===== src/rtl/rtb_pkg.sv =====
`timescale 1ns/1ps
package rtb_pkg;
    typedef enum logic [0:0] {
        RTB_ACCEPT     = 1'b0,
        RTB_FLUSH_WAIT = 1'b1
    } rtb_state_e;
endpackage


===== src/rtl/rtb_cam.sv =====
`timescale 1ns/1ps
// Parallel tag compare across every slot.
module rtb_cam #(
    parameter int DEPTH = 16,
    parameter int PPN_W = 20
) (
    input  logic [DEPTH-1:0] valid_vec,
    input  logic [PPN_W-1:0] tags [DEPTH],
    input  logic [PPN_W-1:0] key,
    output logic [DEPTH-1:0] match
);
    for (genvar g = 0; g < DEPTH; g++) begin : g_cmp
        assign match[g] = valid_vec[g] && (tags[g] == key);
    end
endmodule


===== src/rtl/rtb_alloc.sv =====
`timescale 1ns/1ps
// Lowest-free-slot picker and fill detection.
module rtb_alloc #(
    parameter int DEPTH = 16
) (
    input  logic [DEPTH-1:0] valid_vec,
    output logic [DEPTH-1:0] free_onehot,
    output logic             any_free,
    output logic             last_free
);
    logic [DEPTH-1:0] free_vec;
    logic             taken;

    assign free_vec  = ~valid_vec;
    assign any_free  = |free_vec;
    assign last_free = ($countones(free_vec) == 1);

    always_comb begin
        free_onehot = '0;
        taken       = 1'b0;
        for (int i = 0; i < DEPTH; i++) begin
            if (free_vec[i] && !taken) begin
                free_onehot[i] = 1'b1;
                taken          = 1'b1;
            end
        end
    end
endmodule


===== src/rtl/rtb_ctrl.sv =====
`timescale 1ns/1ps
// Fill / lazy-flush control.
module rtb_ctrl (
    input  logic clk,
    input  logic rst_n,
    input  logic ins_valid,
    input  logic ins_hit,
    input  logic any_free,
    input  logic last_free,
    input  logic flush_ack,
    output logic ins_ready,
    output logic ins_alloc,
    output logic clear_all,
    output logic flush_req
);
    import rtb_pkg::*;

    rtb_state_e state_q, state_d;

    always_ff @(posedge clk or negedge rst_n) begin
        if (!rst_n) state_q <= RTB_ACCEPT;
        else        state_q <= state_d;
    end

    always_comb begin
        state_d   = state_q;
        ins_ready = 1'b0;
        ins_alloc = 1'b0;
        clear_all = 1'b0;
        flush_req = 1'b0;
        unique case (state_q)
            RTB_ACCEPT: begin
                ins_ready = ins_hit || any_free;
                ins_alloc = ins_valid && !ins_hit && any_free;
                if (ins_alloc && last_free) state_d = RTB_FLUSH_WAIT;
            end
            RTB_FLUSH_WAIT: begin
                flush_req = 1'b1;
                ins_ready = ins_hit && !flush_ack;
                if (flush_ack) begin
                    clear_all = 1'b1;
                    state_d   = RTB_ACCEPT;
                end
            end
            default: state_d = RTB_ACCEPT;
        endcase
    end
endmodule


===== src/rtl/remap_tag_buffer.sv =====
`timescale 1ns/1ps
module remap_tag_buffer #(
    parameter int DEPTH = 16,
    parameter int PPN_W = 20,
    parameter int WAYS  = 4,
    localparam int WAY_W = (WAYS > 1) ? $clog2(WAYS) : 1,
    localparam int MAP_W = WAY_W + 1
) (
    input  logic             clk,
    input  logic             rst_n,
    input  logic             lk_valid,
    input  logic [PPN_W-1:0] lk_ppn,
    input  logic [MAP_W-1:0] lk_map_in,
    output logic             lk_out_valid,
    output logic             lk_out_hit,
    output logic [MAP_W-1:0] lk_out_map,
    input  logic             ins_valid,
    input  logic [PPN_W-1:0] ins_ppn,
    input  logic [MAP_W-1:0] ins_map,
    output logic             ins_ready,
    output logic             flush_req,
    input  logic             flush_ack
);
    logic [DEPTH-1:0] valid_q;
    logic [PPN_W-1:0] tag_q [DEPTH];
    logic [MAP_W-1:0] map_q [DEPTH];

    logic [DEPTH-1:0] lk_match, ins_match, free_onehot;
    logic             any_free, last_free, ins_hit, ins_alloc, clear_all;
    logic [MAP_W-1:0] lk_map_sel;

    rtb_cam #(.DEPTH(DEPTH), .PPN_W(PPN_W)) u_cam_lk (
        .valid_vec(valid_q), .tags(tag_q), .key(lk_ppn), .match(lk_match));

    rtb_cam #(.DEPTH(DEPTH), .PPN_W(PPN_W)) u_cam_ins (
        .valid_vec(valid_q), .tags(tag_q), .key(ins_ppn), .match(ins_match));

    rtb_alloc #(.DEPTH(DEPTH)) u_alloc (
        .valid_vec(valid_q), .free_onehot(free_onehot),
        .any_free(any_free), .last_free(last_free));

    assign ins_hit = |ins_match;

    rtb_ctrl u_ctrl (
        .clk(clk), .rst_n(rst_n), .ins_valid(ins_valid), .ins_hit(ins_hit),
        .any_free(any_free), .last_free(last_free), .flush_ack(flush_ack),
        .ins_ready(ins_ready), .ins_alloc(ins_alloc), .clear_all(clear_all),
        .flush_req(flush_req));

    // Storage: clear beats write; update in place on a hit, else allocate.
    always_ff @(posedge clk or negedge rst_n) begin
        if (!rst_n) begin
            valid_q <= '0;
            for (int i = 0; i < DEPTH; i++) begin
                tag_q[i] <= '0;
                map_q[i] <= '0;
            end
        end else if (clear_all) begin
            valid_q <= '0;
        end else begin
            for (int i = 0; i < DEPTH; i++) begin
                if ((ins_valid && ins_ready && ins_hit && ins_match[i]) ||
                    (ins_alloc && free_onehot[i])) begin
                    valid_q[i] <= 1'b1;
                    tag_q[i]   <= ins_ppn;
                    map_q[i]   <= ins_map;
                end
            end
        end
    end

    always_comb begin
        lk_map_sel = '0;
        for (int i = 0; i < DEPTH; i++) begin
            if (lk_match[i]) lk_map_sel = lk_map_sel | map_q[i];
        end
    end

    // Registered lookup response.
    always_ff @(posedge clk or negedge rst_n) begin
        if (!rst_n) begin
            lk_out_valid <= 1'b0;
            lk_out_hit   <= 1'b0;
            lk_out_map   <= '0;
        end else begin
            lk_out_valid <= lk_valid;
            lk_out_hit   <= lk_valid && (|lk_match);
            lk_out_map   <= (|lk_match) ? lk_map_sel : lk_map_in;
        end
    end
endmodule


===== config.mk =====
export PLATFORM = sky130hd
export DESIGN_NAME = remap_tag_buffer
export DESIGN_NICKNAME = d
export VERILOG_FILES = /design/src/rtl/rtb_pkg.sv /design/src/rtl/rtb_cam.sv /design/src/rtl/rtb_alloc.sv /design/src/rtl/rtb_ctrl.sv /design/src/rtl/remap_tag_buffer.sv
export SDC_FILE = /design/constraint.sdc
export NUM_CORES = 1
export LEC_CHECK = 0
export BUFFER_PORTS_ARGS = -buffer_cell sky130_fd_sc_hd__buf_4
export CORE_ASPECT_RATIO = 1.75
export CORE_MARGIN = 2
export CORE_UTILIZATION = 58
export DETAILED_ROUTE_END_ITERATION = 6
export PLACE_DENSITY = 0.88
export SYNTH_ARGS = -nofsm -noshare
export SYNTH_HDL_FRONTEND = slang
export SYNTH_SLANG_ARGS = --single-unit

===== constraint.sdc =====
create_clock -name clk -period 4 [get_ports clk]
set_input_delay 0.6 -clock clk [delete_from_list [all_inputs] [get_ports clk]]
set_output_delay 0.6 -clock clk [all_outputs]
set_load 0.005 [all_outputs]

==> summary.md <==
| Metric | Value |
|---|---|
| Outcome | `finished, violations left` |
| Violations in the final reports | `setup timing` |
| Slew headroom | `32.5%` |
| Clock transition time at the flip-flop clock pins of the worst setup and hold paths | `0.07 ns` |
| CTS H-tree lvls | `2` |
| Setup slack of the critical path after layout | `-0.0676 ns` |
| Critical path start-end classification | `in2out` |
| Design Power | `around 18 mW` |
| Largest driver fanout on the critical path | `20` |
| Synth async-reset ratio | `100%` |
| CP max stage delay | `0.83 ns` |
| Number of iterations in the first detailed-routing pass | `5` |
| Number of clock buffers inserted by TritonCTS | `38` |
| Number of enable-type register cells in the synthesized netlist | `0` |
| Max Clock Skew | `0.0160 ns` |
| Buffer depth of the longest clock path | `3` |
| Area of the core | `between 40000 and 50000 µm²` |
| Post-route worst hold slack | `0.0765 ns` |
| Predominant post-synthesis flop cell | `sky130_fd_sc_hd__dfrtp_1` |
| Flip-flop and latch count after synthesis | `390` |
| Post-Route Utilization | `65.0%` |
| Post-cts hold buffer count | `0` |
| Cells along the critical path | `buf_4 -> buf_4 -> xnor2_1 -> nand3_1 -> nor4_1 -> nand4_1 -> nand4_1 -> nor4_4 -> o22ai_1 -> buf_4 -> buf_4` |
| Final hold violation count | `0` |
| Area of the mapped netlist | `26000 µm²` |
| Cell at the root of the clock tree | `sky130_fd_sc_hd__clkbuf_16` |
| Setup repair after global routing missed its margin | `true` |
| Drt initial violations | `~1900` |
| I/O Buffers | `57` |
| Routed wire length | `approximately 90000 µm` |
| Overall die area | `roughly 47000 µm²` |
| Clock tree from TritonCTS | `yes` |
| Skew-Pair Late Insertion Delay | `about 0.56 ns` |
| Synthesis-to-layout area growth | `10.6%` |
| Die Height | `284 µm` |
| Antenna violations before repair | `1` |
| Crit path time final | `4.07 ns` |
| Finished layout cell area | `28800 µm²` |
| Post-Layout Cell Count | `2962` |
| Most frequent cell on the critical path | `sky130_fd_sc_hd__buf_4` |
| Post-route antenna net violation count | `0` |
| Cell Pwr Density | `between 600 and 700 nW/µm²` |
| Kind of end point of the critical path | `output pin` |
| Number of placement rows | `102` |
| Endpoint arrival time on the critical path | `3.47 ns` |
| Weighted congestion at the end of routability-driven global placement | `between 1 and 1.5` |
| Count of yosys warnings during synthesis | `0` |
| Top-level port count | `58` |
| Commonest cells after routing, fill and taps aside | `515 x sky130_fd_sc_hd__xnor2_1, 389 x sky130_fd_sc_hd__dfrtp_1, 224 x sky130_fd_sc_hd__nand4_1` |
| Global-route wire length before repair | `133000 µm` |
| Die extent in x | `~160 µm` |
| Synthesized area per cell | `11.4 µm²` |
| Detailed Place HPWL | `62200 µm` |
| Final global-route overflow total | `0` |
| Pin count of the biggest net entering global routing | `97` |
| Synthesized Nets | `2366` |
| Initial Util | `roughly three fifths` |
| Vias after detailed routing | `19900` |
| Number of nets in the layout | `2445` |
| Post-placement cell count | `about 2900` |
| Share of the yosys chip area belonging to registers | `37.5%` |
| Commonest non-fill, non-tap cell in the layout | `sky130_fd_sc_hd__xnor2_1` |
| Share of final-layout standard cells stronger than drive strength 1 | `roughly 28%` |
| WP data required | `3.40 ns` |
| Max-cap violations | `0` |
| Peak supply drop | `0.000506 V` |
| Crit start category | `primary input` |
| Routed wire per std cell | `between 30 and 40 µm` |
| Standard cell area after detailed placement | `27500 µm²` |
| Post-Syn Instances | `2282` |
| Final max-slew violation count | `0` |
| Achievable frequency | `0.246 GHz` |
| Type of the most critical hold path | `in2async` |
| Vias in the first global route | `21100` |
| Sink count of the clock tree | `390` |
| DRC | `0` |
| Endpoints failing setup | `1` |
| Portion of the clock cycle consumed by the worst path in the final layout | `102%` |
| Avg Vias per Cell | `~6.7` |
| Distinct cells, synth | `58` |
| Critical-path top delay cell | `sky130_fd_sc_hd__nor4_1` |
| Overall Global Routing Usage | `38.9%` |
| Actual slew at the worst max-slew pin | `1.00 ns` |
| Filler cell count | `3419` |
| Post-placement worst setup slack | `-0.0678 ns` |
| Lkg Pwr | `11.8 nW` |
| Fin Setup TNS | `-0.0676 ns` |
state kept, by name, summed over array words and instances (netlist names):
name and count:
lk_out_hit 1, lk_out_map 3, lk_out_valid 1, map_q 48, tag_q 320, u_ctrl.state_q 1
valid_q 16
metal layers:
layer	vias to the layer above	wire length (µm)	track usage, %
met5	-	0	0.541
met4	0	11000	37.0
met3	545	7010	8.17
met2	1084	41800	62.0
met1	10000	30500	42.2
li1	8266	-	-
kinds of logic after synthesis:
| group | share of synthesized area [%] |
|---|---|
| compound gates | 2.34 |
| xor+xnor | 21.8 |
| fa+ha+maj | 1.90 |
| buf+inv | 5.36 |
| flops | 37.5 |
| mux | 17.7 |
| simple gates | 13.4 |
worst paths after layout:
path | from | to | slack [ns] | depth (start not counted)
max in group asynchronous | rst_n | tag_q[138] | 2.81 | 2
worst min-delay path | rst_n | tag_q[60] | 0.08 | 1
worst min register to register | map_q[24] | map_q[24] | 0.49 | 1
worst max-delay path | ins_ppn[10] | ins_ready | -0.07 | 11
min in group clk | lk_valid | lk_out_valid | 0.25 | 1
worst max register to register | valid_q[4] | u_ctrl.state_q | 0.09 | 13
worst max-delay path, delay by kind of cell:
| family | cells | cell delay (ns) |
|---|---|---|
| simple gates | 5 | 1.62 |
| buf+inv | 4 | 0.90 |
| xor+xnor | 1 | 0.17 |
| compound gates | 1 | 0.17 |
report_power, final:
group	internal, mW	switching [mW]	total [mW]
Sequential	5.03	1.27	6.30
Clock	2.12	1.64	3.76
Combinational	3.88	3.61	7.49
Total	11.0	6.52	17.6
repair_timing:
| action | in CTS | in global routing |
|---|---|---|
| endpoints found under the setup margin | 2 | 2 |
| buffers inserted | 1 | 1 |
| gates resized for setup | 3 | 10 |
| pin swaps | 6 | 10 |
synth_stat cells (all sizes together) (10+ instances only):
| library cell | number | area (µm²) |
|---|---|---|
| inv | 35 | 131 |
| mux2 | 369 | 4610 |
| xor2 | 120 | 1070 |
| nand3 | 75 | 375 |
| nor3 | 23 | 120 |
| or3b | 16 | 140 |
| buf | 116 | 1090 |
| or2 | 11 | 68.8 |
| nand4 | 224 | 1400 |
| dfrtp | 390 | 9760 |
| fa | 11 | 220 |
| xnor2 | 522 | 4610 |
| nor2 | 34 | 128 |
| nor3b | 10 | 75.1 |
| nand2 | 66 | 248 |
| nor4 | 84 | 541 |
| ha | 22 | 275 |
| or4 | 22 | 169 |
| clkbuf | 46 | 173 |
final cells by class:
type / instances / area (µm²) / share of cell area, %
repair buffers: 201 / 1980 / 6.88
diodes: 2 / 5.00 / 0.0174
inverters: 35 / 131 / 0.456
clock buffers: 54 / 1100 / 3.83
well taps: 572 / 716 / 2.49
multi-input cells: 1695 / 14900 / 51.9
flip-flops and latches: 390 / 9760 / 33.9
clock inverters: 13 / 160 / 0.556
No activity file was read; power rests on OpenSTA's default activity.
